**config.mk**
```make
export PLATFORM = sky130hd
export DESIGN_NAME = osd_overlay_mixer
export DESIGN_NICKNAME = d
export VERILOG_FILES = /design/src/rtl/osd_mix_pkg.sv /design/src/rtl/osd_sampler.sv /design/src/rtl/osd_palette.sv /design/src/rtl/osd_select.sv /design/src/rtl/osd_overlay_mixer.sv
export SDC_FILE = /design/constraint.sdc
export NUM_CORES = 1
export LEC_CHECK = 0
export BUFFER_PORTS_ARGS = -buffer_cell sky130_fd_sc_hd__buf_4
export CAP_MARGIN = 10
export CORE_AREA = 2 2 70 72
export CTS_CLUSTER_DIAMETER = 30
export DETAILED_ROUTE_END_ITERATION = 12
export DIE_AREA = 0 0 72 74
export PLACE_DENSITY = 0.72
export SYNTH_ARGS = -nofsm -noshare
export SYNTH_HDL_FRONTEND = slang
export SYNTH_SLANG_ARGS = --single-unit
```
**constraint.sdc**
```tcl
create_clock -name clk -period 1.3 [get_ports clk]
set_input_delay 0.26 -clock clk [delete_from_list [all_inputs] [get_ports clk]]
set_output_delay 0.26 -clock clk [all_outputs]
set_load 0.03 [all_outputs]
```
**src/rtl/osd_mix_pkg.sv**
```systemverilog
package osd_mix_pkg;

  localparam int unsigned PAL_W = 8;

  typedef enum logic [2:0] {
    OC_BLACK   = 3'b000,
    OC_BLUE    = 3'b001,
    OC_GREEN   = 3'b010,
    OC_CYAN    = 3'b011,
    OC_RED     = 3'b100,
    OC_MAGENTA = 3'b101,
    OC_YELLOW  = 3'b110,
    OC_WHITE   = 3'b111
  } osd_code_t;

  typedef struct packed {
    logic [PAL_W-1:0] y;
    logic [PAL_W-1:0] u;
    logic [PAL_W-1:0] v;
  } pal_entry_t;

  localparam logic [PAL_W-1:0] LUMA_DARK  = 8'd66;
  localparam logic [PAL_W-1:0] LUMA_LIGHT = 8'd162;

  function automatic pal_entry_t pal_lookup(input osd_code_t code);
    pal_entry_t e;
    case (code)
      OC_BLACK:   e = '{y: LUMA_DARK,  u: 8'd0,    v: 8'd0};
      OC_WHITE:   e = '{y: LUMA_LIGHT, u: 8'd0,    v: 8'd0};
      OC_RED:     e = '{y: 8'd95,      u: 8'hF2,   v: 8'd59};
      OC_GREEN:   e = '{y: 8'd122,     u: 8'hE4,   v: 8'hCF};
      OC_BLUE:    e = '{y: 8'd77,      u: 8'd42,   v: 8'hF6};
      OC_YELLOW:  e = '{y: 8'd151,     u: 8'hD6,   v: 8'd10};
      OC_CYAN:    e = '{y: 8'd133,     u: 8'd14,   v: 8'hC5};
      OC_MAGENTA: e = '{y: 8'd106,     u: 8'd28,   v: 8'd49};
      default:    e = '{y: LUMA_DARK,  u: 8'd0,    v: 8'd0};
    endcase
    return e;
  endfunction

endpackage

```
**src/rtl/osd_sampler.sv**
```systemverilog
module osd_sampler #(
  parameter int unsigned DATA_W = 8
) (
  input  logic                    clk,
  input  logic                    rst,
  input  logic [DATA_W-1:0]       y_i,
  input  logic [DATA_W-1:0]       u_i,
  input  logic [DATA_W-1:0]       v_i,
  input  logic [2:0]              code_i,
  input  logic                    en_i,
  output logic [DATA_W-1:0]       y_q,
  output logic [DATA_W-1:0]       u_q,
  output logic [DATA_W-1:0]       v_q,
  output osd_mix_pkg::osd_code_t  code_q,
  output logic                    en_q
);
  import osd_mix_pkg::*;

  always_ff @(posedge clk) begin
    if (rst) begin
      y_q    <= '0;
      u_q    <= '0;
      v_q    <= '0;
      code_q <= OC_BLACK;
      en_q   <= 1'b0;
    end else begin
      y_q    <= y_i;
      u_q    <= u_i;
      v_q    <= v_i;
      code_q <= osd_code_t'(code_i);
      en_q   <= en_i;
    end
  end

endmodule

```
**src/rtl/osd_palette.sv**
```systemverilog
module osd_palette #(
  parameter int unsigned DATA_W = 8
) (
  input  osd_mix_pkg::osd_code_t code_i,
  output logic [DATA_W-1:0]      y_o,
  output logic [DATA_W-1:0]      u_o,
  output logic [DATA_W-1:0]      v_o
);
  import osd_mix_pkg::*;

  localparam int unsigned PAD = DATA_W - PAL_W;

  pal_entry_t ent;
  assign ent = pal_lookup(code_i);

  generate
    if (PAD == 0) begin : g_native
      assign y_o = ent.y;
      assign u_o = ent.u;
      assign v_o = ent.v;
    end else begin : g_wide
      assign y_o = {ent.y, {PAD{1'b0}}};
      assign u_o = {ent.u, {PAD{1'b0}}};
      assign v_o = {ent.v, {PAD{1'b0}}};
    end
  endgenerate

endmodule

```
**src/rtl/osd_select.sv**
```systemverilog
module osd_select #(
  parameter int unsigned DATA_W = 8
) (
  input  logic              clk,
  input  logic              rst,
  input  logic              en_q,
  input  logic [2:0]        code_q,
  input  logic [DATA_W-1:0] main_y,
  input  logic [DATA_W-1:0] main_u,
  input  logic [DATA_W-1:0] main_v,
  input  logic [DATA_W-1:0] pal_y,
  input  logic [DATA_W-1:0] pal_u,
  input  logic [DATA_W-1:0] pal_v,
  output logic [DATA_W-1:0] y_o,
  output logic [DATA_W-1:0] u_o,
  output logic [DATA_W-1:0] v_o
);
  localparam int unsigned PAD = DATA_W - 8;
  localparam logic [DATA_W-1:0] Y_DARK  = DATA_W'(66)  << PAD;
  localparam logic [DATA_W-1:0] Y_LIGHT = DATA_W'(162) << PAD;

  always_ff @(posedge clk) begin
    if (rst) begin
      y_o <= '0;
      u_o <= '0;
      v_o <= '0;
    end else if (en_q) begin
      y_o <= pal_y;
      u_o <= pal_u;
      v_o <= pal_v;
    end else begin
      y_o <= main_y;
      u_o <= main_u;
      v_o <= main_v;
    end
  end

  // switch low passes the sampled main pixel
  assert_passthru_R3: assert property (@(posedge clk) disable iff (rst)
    !en_q |=> (y_o == $past(main_y) && u_o == $past(main_u) && v_o == $past(main_v)));

  // black/border code
  assert_black_R4: assert property (@(posedge clk) disable iff (rst)
    (en_q && code_q == 3'b000) |=> (y_o == Y_DARK && u_o == '0 && v_o == '0));

  // white code
  assert_white_R5: assert property (@(posedge clk) disable iff (rst)
    (en_q && code_q == 3'b111) |=> (y_o == Y_LIGHT && u_o == '0 && v_o == '0));

  // overlay luminance stays within the dark..light span
  assert_luma_span_R6: assert property (@(posedge clk) disable iff (rst)
    en_q |=> (y_o >= Y_DARK && y_o <= Y_LIGHT));

endmodule

```
**src/rtl/osd_overlay_mixer.sv**
```systemverilog
module osd_overlay_mixer #(
  parameter int unsigned DATA_W = 8
) (
  input  logic              clk,
  input  logic              rst,
  input  logic [DATA_W-1:0] pix_y_i,
  input  logic [DATA_W-1:0] pix_u_i,
  input  logic [DATA_W-1:0] pix_v_i,
  input  logic              ovl_r_i,
  input  logic              ovl_g_i,
  input  logic              ovl_b_i,
  input  logic              ovl_en_i,
  output logic [DATA_W-1:0] pix_y_o,
  output logic [DATA_W-1:0] pix_u_o,
  output logic [DATA_W-1:0] pix_v_o
);
  import osd_mix_pkg::*;

  localparam int unsigned PAD = DATA_W - PAL_W;
  localparam logic [DATA_W-1:0] Y_LIGHT = DATA_W'(162) << PAD;

  logic [DATA_W-1:0] s_y, s_u, s_v;
  logic [DATA_W-1:0] p_y, p_u, p_v;
  osd_code_t         s_code;
  logic              s_en;

  osd_sampler #(.DATA_W(DATA_W)) u_sample (
    .clk    (clk),
    .rst    (rst),
    .y_i    (pix_y_i),
    .u_i    (pix_u_i),
    .v_i    (pix_v_i),
    .code_i ({ovl_r_i, ovl_g_i, ovl_b_i}),
    .en_i   (ovl_en_i),
    .y_q    (s_y),
    .u_q    (s_u),
    .v_q    (s_v),
    .code_q (s_code),
    .en_q   (s_en)
  );

  osd_palette #(.DATA_W(DATA_W)) u_pal (
    .code_i (s_code),
    .y_o    (p_y),
    .u_o    (p_u),
    .v_o    (p_v)
  );

  osd_select #(.DATA_W(DATA_W)) u_sel (
    .clk    (clk),
    .rst    (rst),
    .en_q   (s_en),
    .code_q (s_code),
    .main_y (s_y),
    .main_u (s_u),
    .main_v (s_v),
    .pal_y  (p_y),
    .pal_u  (p_u),
    .pal_v  (p_v),
    .y_o    (pix_y_o),
    .u_o    (pix_u_o),
    .v_o    (pix_v_o)
  );

  // cycles since reset, so two-deep history checks never reach into reset
  logic [1:0] warm;
  always_ff @(posedge clk) begin
    if (rst)               warm <= 2'd0;
    else if (warm != 2'd3) warm <= warm + 2'd1;
  end

  // reset clears the outputs
  assert_reset_zero_R1: assert property (@(posedge clk)
    rst |=> (pix_y_o == '0 && pix_u_o == '0 && pix_v_o == '0));

  // two-edge latency on the main path
  assert_latency_R2: assert property (@(posedge clk) disable iff (rst)
    (warm == 2'd3 && !$past(ovl_en_i, 2)) |->
      (pix_y_o == $past(pix_y_i, 2) && pix_v_o == $past(pix_v_i, 2)));

  // the switch acts on the pixel sampled with it
  assert_aligned_R7: assert property (@(posedge clk) disable iff (rst)
    (warm == 2'd3 && $past(ovl_en_i, 2) && $past(ovl_r_i, 2) &&
     $past(ovl_g_i, 2) && $past(ovl_b_i, 2)) |-> (pix_y_o == Y_LIGHT));

endmodule

```
Word-level counts from Yosys, hierarchy flattened
Memories as Yosys holds them, arrays and structs flattened. A register that Yosys moved wholly into a read port is not among the register bits.
Index checks and enable logic that the tools add are counted.

word-level totals
  bits in registers = 49
  latch bits = 0
  memory bits (writable) = 0
  memory bits (read-only) = 184
  output and inout bits = 24
  memories kept = 1

cells by class
  add/subtract/negate cells = 0
  $mul = 0
  divide/modulo/power cells = 0
  order comparisons = 0
  equal/unequal tests = 0
  shift-type cells = 0
  mux-type cells = 4
  bitwise logic cells = 0
  reductions and logical operators = 0

memory list
  name             depth  bits a word  read ports  clocked after memory_dff  write ports  line               source
  (no name shown)  8      23           1           1                         0            osd_mix_pkg.sv:27  case (code)

operators by type and width
  kind    count
  $mux 8  3
  $mux 3  1

Longest topological paths before layout
Gate-level depths: netlist of run 1.

  depth after elaboration = 1
  gate-level depth with buffers = 6

By module
A second synthesis of run 1 with hierarchy kept.

unflattened totals
  cells, all modules = 178
  area total of the unflattened synthesis = 1936.9 um2

modules (own cells, without submodules)
  module       times used  cells each  area each (um2)  seq. area each (um2)
  osd_select   1           77          869.6            480.5
  osd_sampler  1           58          778.2            560.5
  osd_palette  1           43          289.0            0.0

Least setup slack after synthesis of run 1
No wires, ideal clock.

  path kind = input to register
  from = input rst
  to = register u_pal.ent[13] (netlist name)
  library setup time = 0.121 ns
  arrival = 1.118 ns
  required time = 1.179 ns
  setup slack = 0.061 ns
  stages = 4
  buffers on the path = 1
  cell sequence = buf_2 nand2b_1 ha_1 mux2_4

on the way
  cells in the longest elaborated chain, start to end = 1

ends and longest elaborated chain
  what                line                    source
  start: declaration  osd_overlay_mixer.sv:5  input logic rst,
  $mux 3 (no line)    -

Every way passes these cells.
A chain may end at the register's enable or synchronous reset.

Final worst setup path of run 1
  from = register u_sel.v_o[4]
  to = output pix_v_o[4]

RTL lines
  what                      line                     source
  start: declaration        osd_select.sv:16         output logic [DATA_W-1:0] v_o
  start signal: assignment  osd_select.sv:30         v_o <= pal_v;
  start signal: assignment  osd_select.sv:34         v_o <= main_v;
  end: declaration          osd_overlay_mixer.sv:15  output logic [DATA_W-1:0] pix_v_o

No word-level cell between the ends.

==> results.cfg, run 1 <==
[timing]
rsz0062_at_grt = no
max_clock_freq_mhz = 937
skew_ps = 2.80
worst_slew_pin_slew_ps = 279
relSlewSlack = 0.814
min_period_ps = 1070
final.period_utilization = 0.821
final-setup-viol-count = 0
finalHoldViolations = 0
finalSetupTns_ps = 0
slew_viol_final = 0

[floorplan]
core_sq_mm = 0.00460
die-area_sq_mm = 0.00533
die_w_microns = 72
die_h_microns = 74
rows = 25
ios = 54
initial_core_util = 0.445

[clock_tree]
path_clk_slew_ps = 60
cts_root_buffer = clkbuf_8
numClockSinks = 64
cts-hold-fix-buffers = 0
numCtsBuffers = 9
clock_path_buffers = 2
tritoncts = built
insertion_delay_ps = 330
htree_levels = 3
cts_resized = 0
cts_setup_buffers = 0

[setup_path]
start_kind = flip-flop
cp_slowest_cell = dfxtp_1
max_stage_delay_ps = 320
cp_cell_sequence = buf_4
crit_fanout = 1
end_kind = output port
critical_path_class = reg -> out
cp_num_buf_inv = 1
crit_required_ps = 1040
arrival_ps = 810
crit_family = flip-flops

[routing]
dr_total_vias = 1313
ant_nets = 0
dr.pass1.iters = 4
via_per_inst = 4.48
wirelength_microns = 3310
drtIter0Drc = 35
route.detailed.drc = 0
wire_per_inst_microns = 11.3

[logic_synthesis]
seq_area_frac_synth = 0.626
synth_top_area_share = 0.626
ys_ff_latch = 64
yosysWarnings = 0
ys_top_cells_by_area = dfxtp_1 63%, nor2b_1 7.9%, mux2i_1 7.3%, nand2b_1 4.0%, a21oi_1 3.4%
syn-instance-count = 181
ys_types = 20
synth_top_area_cell = dfxtp_1
synth_area_per_cell_sq_um = 11.3
synth_nets = 213
syn-cell-area_sq_mm = 0.00205

[layout]
final_cells = 293
fillers = 413
syn_to_final_growth_pct = 28.4
fin_nets = 268
layout-drive-gt1-share = 0.310
n_antenna_cell = 0

[run]
drv_cap = 0

[place]
place_congestion = 0.788
dp.cells = 279
port_buffers = 53
dp_hpwl_microns = 2310

[global_routing]
antenna_found_initial = 0
overflow = 0
grt_pass1_vias = 1196
track_usage = 0.138
grt_pass1_wl_microns = 5310
grt_max_degree = 30

[status]
status = finished clean

[power]
ir_drop_mv = 0.640
leakagePower_nw = 1.18
p_per_area_mw_per_mm2 = 1520

[worst_hold_path]
hold_class = in -> reg
stage by stage:
| step | total power [mW] | hold slack (ps) | worst slack [ps] | util | cell area, sq um |
|---|---|---|---|---|---|
| after floorplan | 2.42 | 388 | 61.1 | - | 2050 |
| after global placement | 2.56 | 437 | 44.8 | 0.534 | 2450 |
| after detailed placement | 2.57 | 446 | 31.5 | 0.534 | 2450 |
| after CTS | 4.05 | 126 | 206 | 0.571 | 2630 |
| after global routing | 4.17 | 123 | 188 | 0.571 | 2630 |
| final | 4.00 | 139 | 233 | 0.571 | 2630 |
cell type report:
type | count | area (sq um) | area share
clock buffers | 14 | 173 | 0.0657
flip-flops and latches | 64 | 1280 | 0.488
multi-input cells | 101 | 667 | 0.254
repair buffers | 57 | 428 | 0.163
well taps | 54 | 67.6 | 0.0257
inverters | 3 | 11.3 | 0.00429
path summary, 6_finish.rpt:
path	startpoint	to	slack, ps	cells past startpoint
max	u_sel.v_o[4]	pix_v_o[4]	230	1
min	pix_u_i[4]	u_sample.u_q[4]	140	2
max reg2reg	u_sample.en_q	u_sel.y_o[7]	380	3
min reg2reg	u_sample.y_q[4]	u_sel.y_o[4]	450	2
report_power, final:
group | internal [mW] | switching (mW) | total, mW
Clock | 0.829 | 0.648 | 1.48
Combinational | 0.201 | 0.211 | 0.412
Sequential | 2.08 | 0.0300 | 2.11
logic make-up after synthesis:
group,synth area share
AND/OR/NAND/NOR,0.180
flip-flops,0.626
multiplexers,0.0880
buffers and inverters,0.0483
AO/OA/AOI/OAI,0.0367
XOR/XNOR,0.00856
adder cells (fa/ha/maj),0.0122
cell usage after synthesis:
| cell type | n |
|---|---|
| nand2_1 | 4 |
| inv_1 | 3 |
| buf_6 | 3 |
| buf_2 | 7 |
| dfxtp_1 | 64 |
| buf_4 | 2 |
| nor2b_1 | 26 |
| o21ai_0 | 1 |
| mux2_4 | 2 |
| nor3b_1 | 1 |
| nor2_1 | 17 |
| or2_2 | 1 |
| clkbuf_1 | 1 |
| xnor2_1 | 2 |
| ha_1 | 2 |
| nor3_1 | 1 |
| nand2b_4 | 2 |
| mux2i_1 | 15 |
| a21oi_1 | 14 |
| nand2b_1 | 13 |
state kept, by name, summed over array words and instances, names as in the netlist:
name / flops
u_sel.v_o: 8
u_sample.v_q: 8
u_sample.y_q: 8
u_sel.y_o: 8
u_sample.en_q: 1
u_pal.ent: 15
u_sel.u_o: 8
u_sample.u_q: 8
cell usage in the layout, fill, tap and decap left out, drive strengths merged, types with 2 or more instances in the layout:
master   n
buf     57
a21oi   14
nand2b  15
mux2i   15
clkbuf  14
dfxtp   64
nor2    17
nand2    4
mux2     2
ha       2
inv      3
xnor2    2
nor2b   26
metal layers:
layer	GRT usage	part of all wire	vias to the layer above
met5	0	0	-
met3	0.0583	0.073	13
met1	0.164	0.45	586
met4	0.0943	0.028	0
li1	-	-	675
met2	0.206	0.45	39
Power figures use the tool's default switching activity.
==> run 2, diff against run 1 <==
CORE_AREA = 2 2 67 69   (was 2 2 70 72)
DIE_AREA = 0 0 69 71   (was 0 0 72 74)
PLACE_DENSITY = 0.75   (was 0.72)
clock period = 1 ns   (was 1.3 ns; I/O delays follow)
==> results.cfg, run 2 (synthesis gave the netlist of run 1 again) <==
[layout]
n_antenna_cell = 0
final_cells = 299
final_util = 0.673
fin_nets = 275
multi_input_comb_area_sq_um = 699
final_cell_mix = 41 x dfxtp_1, 40 x buf_4, 26 x nor2b_1, 24 x buf_6, 23 x dfxtp_2
largest_reg_flops = 15
final_common_cell = dfxtp_1
seq_area_sq_mm = 0.00131
syn_to_final_growth_pct = 38.2
layout-drive-gt1-share = 0.441
fillers = 340

[timing]
rsz0062_at_grt = yes
worst_slew_pin_slew_ps = 287
final.period_utilization = 0.978
setup_slack_ps = 22.4
final-setup-viol-count = 0
min_period_ps = 978
slew_viol_final = 0
max_clock_freq_mhz = 1020
skew_ps = 4.78
relSlewSlack = 0.809
hold-worst-slack_ps = 78.4
finalHoldViolations = 0

[clock_tree]
numClockSinks = 64
insertion_delay_ps = 330
cts_setup_buffers = 0
path_clk_slew_ps = 60
cts-hold-fix-buffers = 0
tritoncts = built
numCtsBuffers = 9
clock_path_buffers = 2
cts_root_buffer = clkbuf_8
htree_levels = 3

[place]
dp_hpwl_microns = 2310
dp.cells = 284
port_buffers = 53
place_congestion = 0.758
dpl_worst_slack_ps = -94.0

[routing]
dr.pass1.iters = 4
ant_nets = 0
drtIter0Drc = 54
wire_per_inst_microns = 11.3
via_per_inst = 4.51
dr_total_vias = 1349
route.detailed.drc = 0
wirelength_microns = 3390

[setup_path]
max_stage_delay_ps = 330
cp_num_buf_inv = 1
arrival_ps = 780
critical_path_class = reg -> out
cp_slowest_cell = dfxtp_2
crit_fanout = 1
cp_cell_sequence = buf_6
crit_family = flip-flops
start_kind = flip-flop
end_kind = output port
crit_required_ps = 800

[floorplan]
core_sq_mm = 0.00420
die_h_microns = 71
die-area_sq_mm = 0.00490
ios = 54
initial_core_util = 0.487
rows = 24
die_w_microns = 69

[power]
ir_drop_mv = 1.06
leakagePower_nw = 1.25
p_per_area_mw_per_mm2 = 1860

[global_routing]
overflow = 0
antenna_found_initial = 0
grt_max_degree = 31
track_usage = 0.158
grt_pass1_vias = 1316
grt_pass1_wl_microns = 5820

[status]
status = finished clean

[run]
drv_cap = 0

[worst_hold_path]
hold_class = in -> reg
## run 2: cell types whose count changed in the layout (fill, tap and decap cells not counted), sizes merged
cell	before	now
clkinv	0	2
clkinvlp	0	1
clkbuf	14	12
buf	57	64
## run 2: repair_timing
action                                  in CTS  in global routing
gates resized for setup                     43                  4
endpoints found under the setup margin      24                 23
hold endpoints to repair                     0                  0
cloned                                       0                  0
## run 2: final timing paths
| path | from | to | slack, ps | depth (start not counted) |
|---|---|---|---|---|
| max | u_sel.y_o[6] | pix_y_o[6] | 20 | 1 |
| min | pix_y_i[3] | u_sample.y_q[3] | 80 | 2 |
| max reg2reg | u_sample.en_q | u_sel.u_o[2] | 70 | 3 |
| min reg2reg | u_sample.v_q[4] | u_sel.v_o[4] | 450 | 2 |
## run 2: metal layers
metal,wire [microns],part of all wire,global-route usage,up-vias
met5,0,0,0,-
met3,181,0.053,0.0556,11
met2,1630,0.48,0.257,40
met1,1460,0.43,0.166,606
li1,-,-,-,692
met4,121,0.036,0.124,0
## run 2: power by group
part | internal (mW) | switching (mW) | total [mW]
clock | 1.01 | 0.886 | 1.90
combinational | 0.317 | 0.281 | 0.598
sequential | 2.71 | 0.0505 | 2.76
## run 2: metrics by stage
step / power (mW) / setup TNS (ps) / area (sq um)
4_1_cts: 5.34 / -5.11 / 2820
6_report: 5.26 / 0 / 2830
3_3_place_gp: 3.36 / -98.9 / 2540
3_5_place_dp: 3.37 / -249 / 2540
2_1_floorplan: 3.16 / -57.0 / 2090
5_1_grt: 5.49 / -188 / 2830
## run 2: final cells by class
type | count | share of cell area
repair buffers | 64 | 0.202
flip-flops and latches | 64 | 0.463
clock inverters | 3 | 0.00619
clock buffers | 12 | 0.0548
well taps | 52 | 0.0230
inverters | 3 | 0.00398
multi-input cells | 101 | 0.247
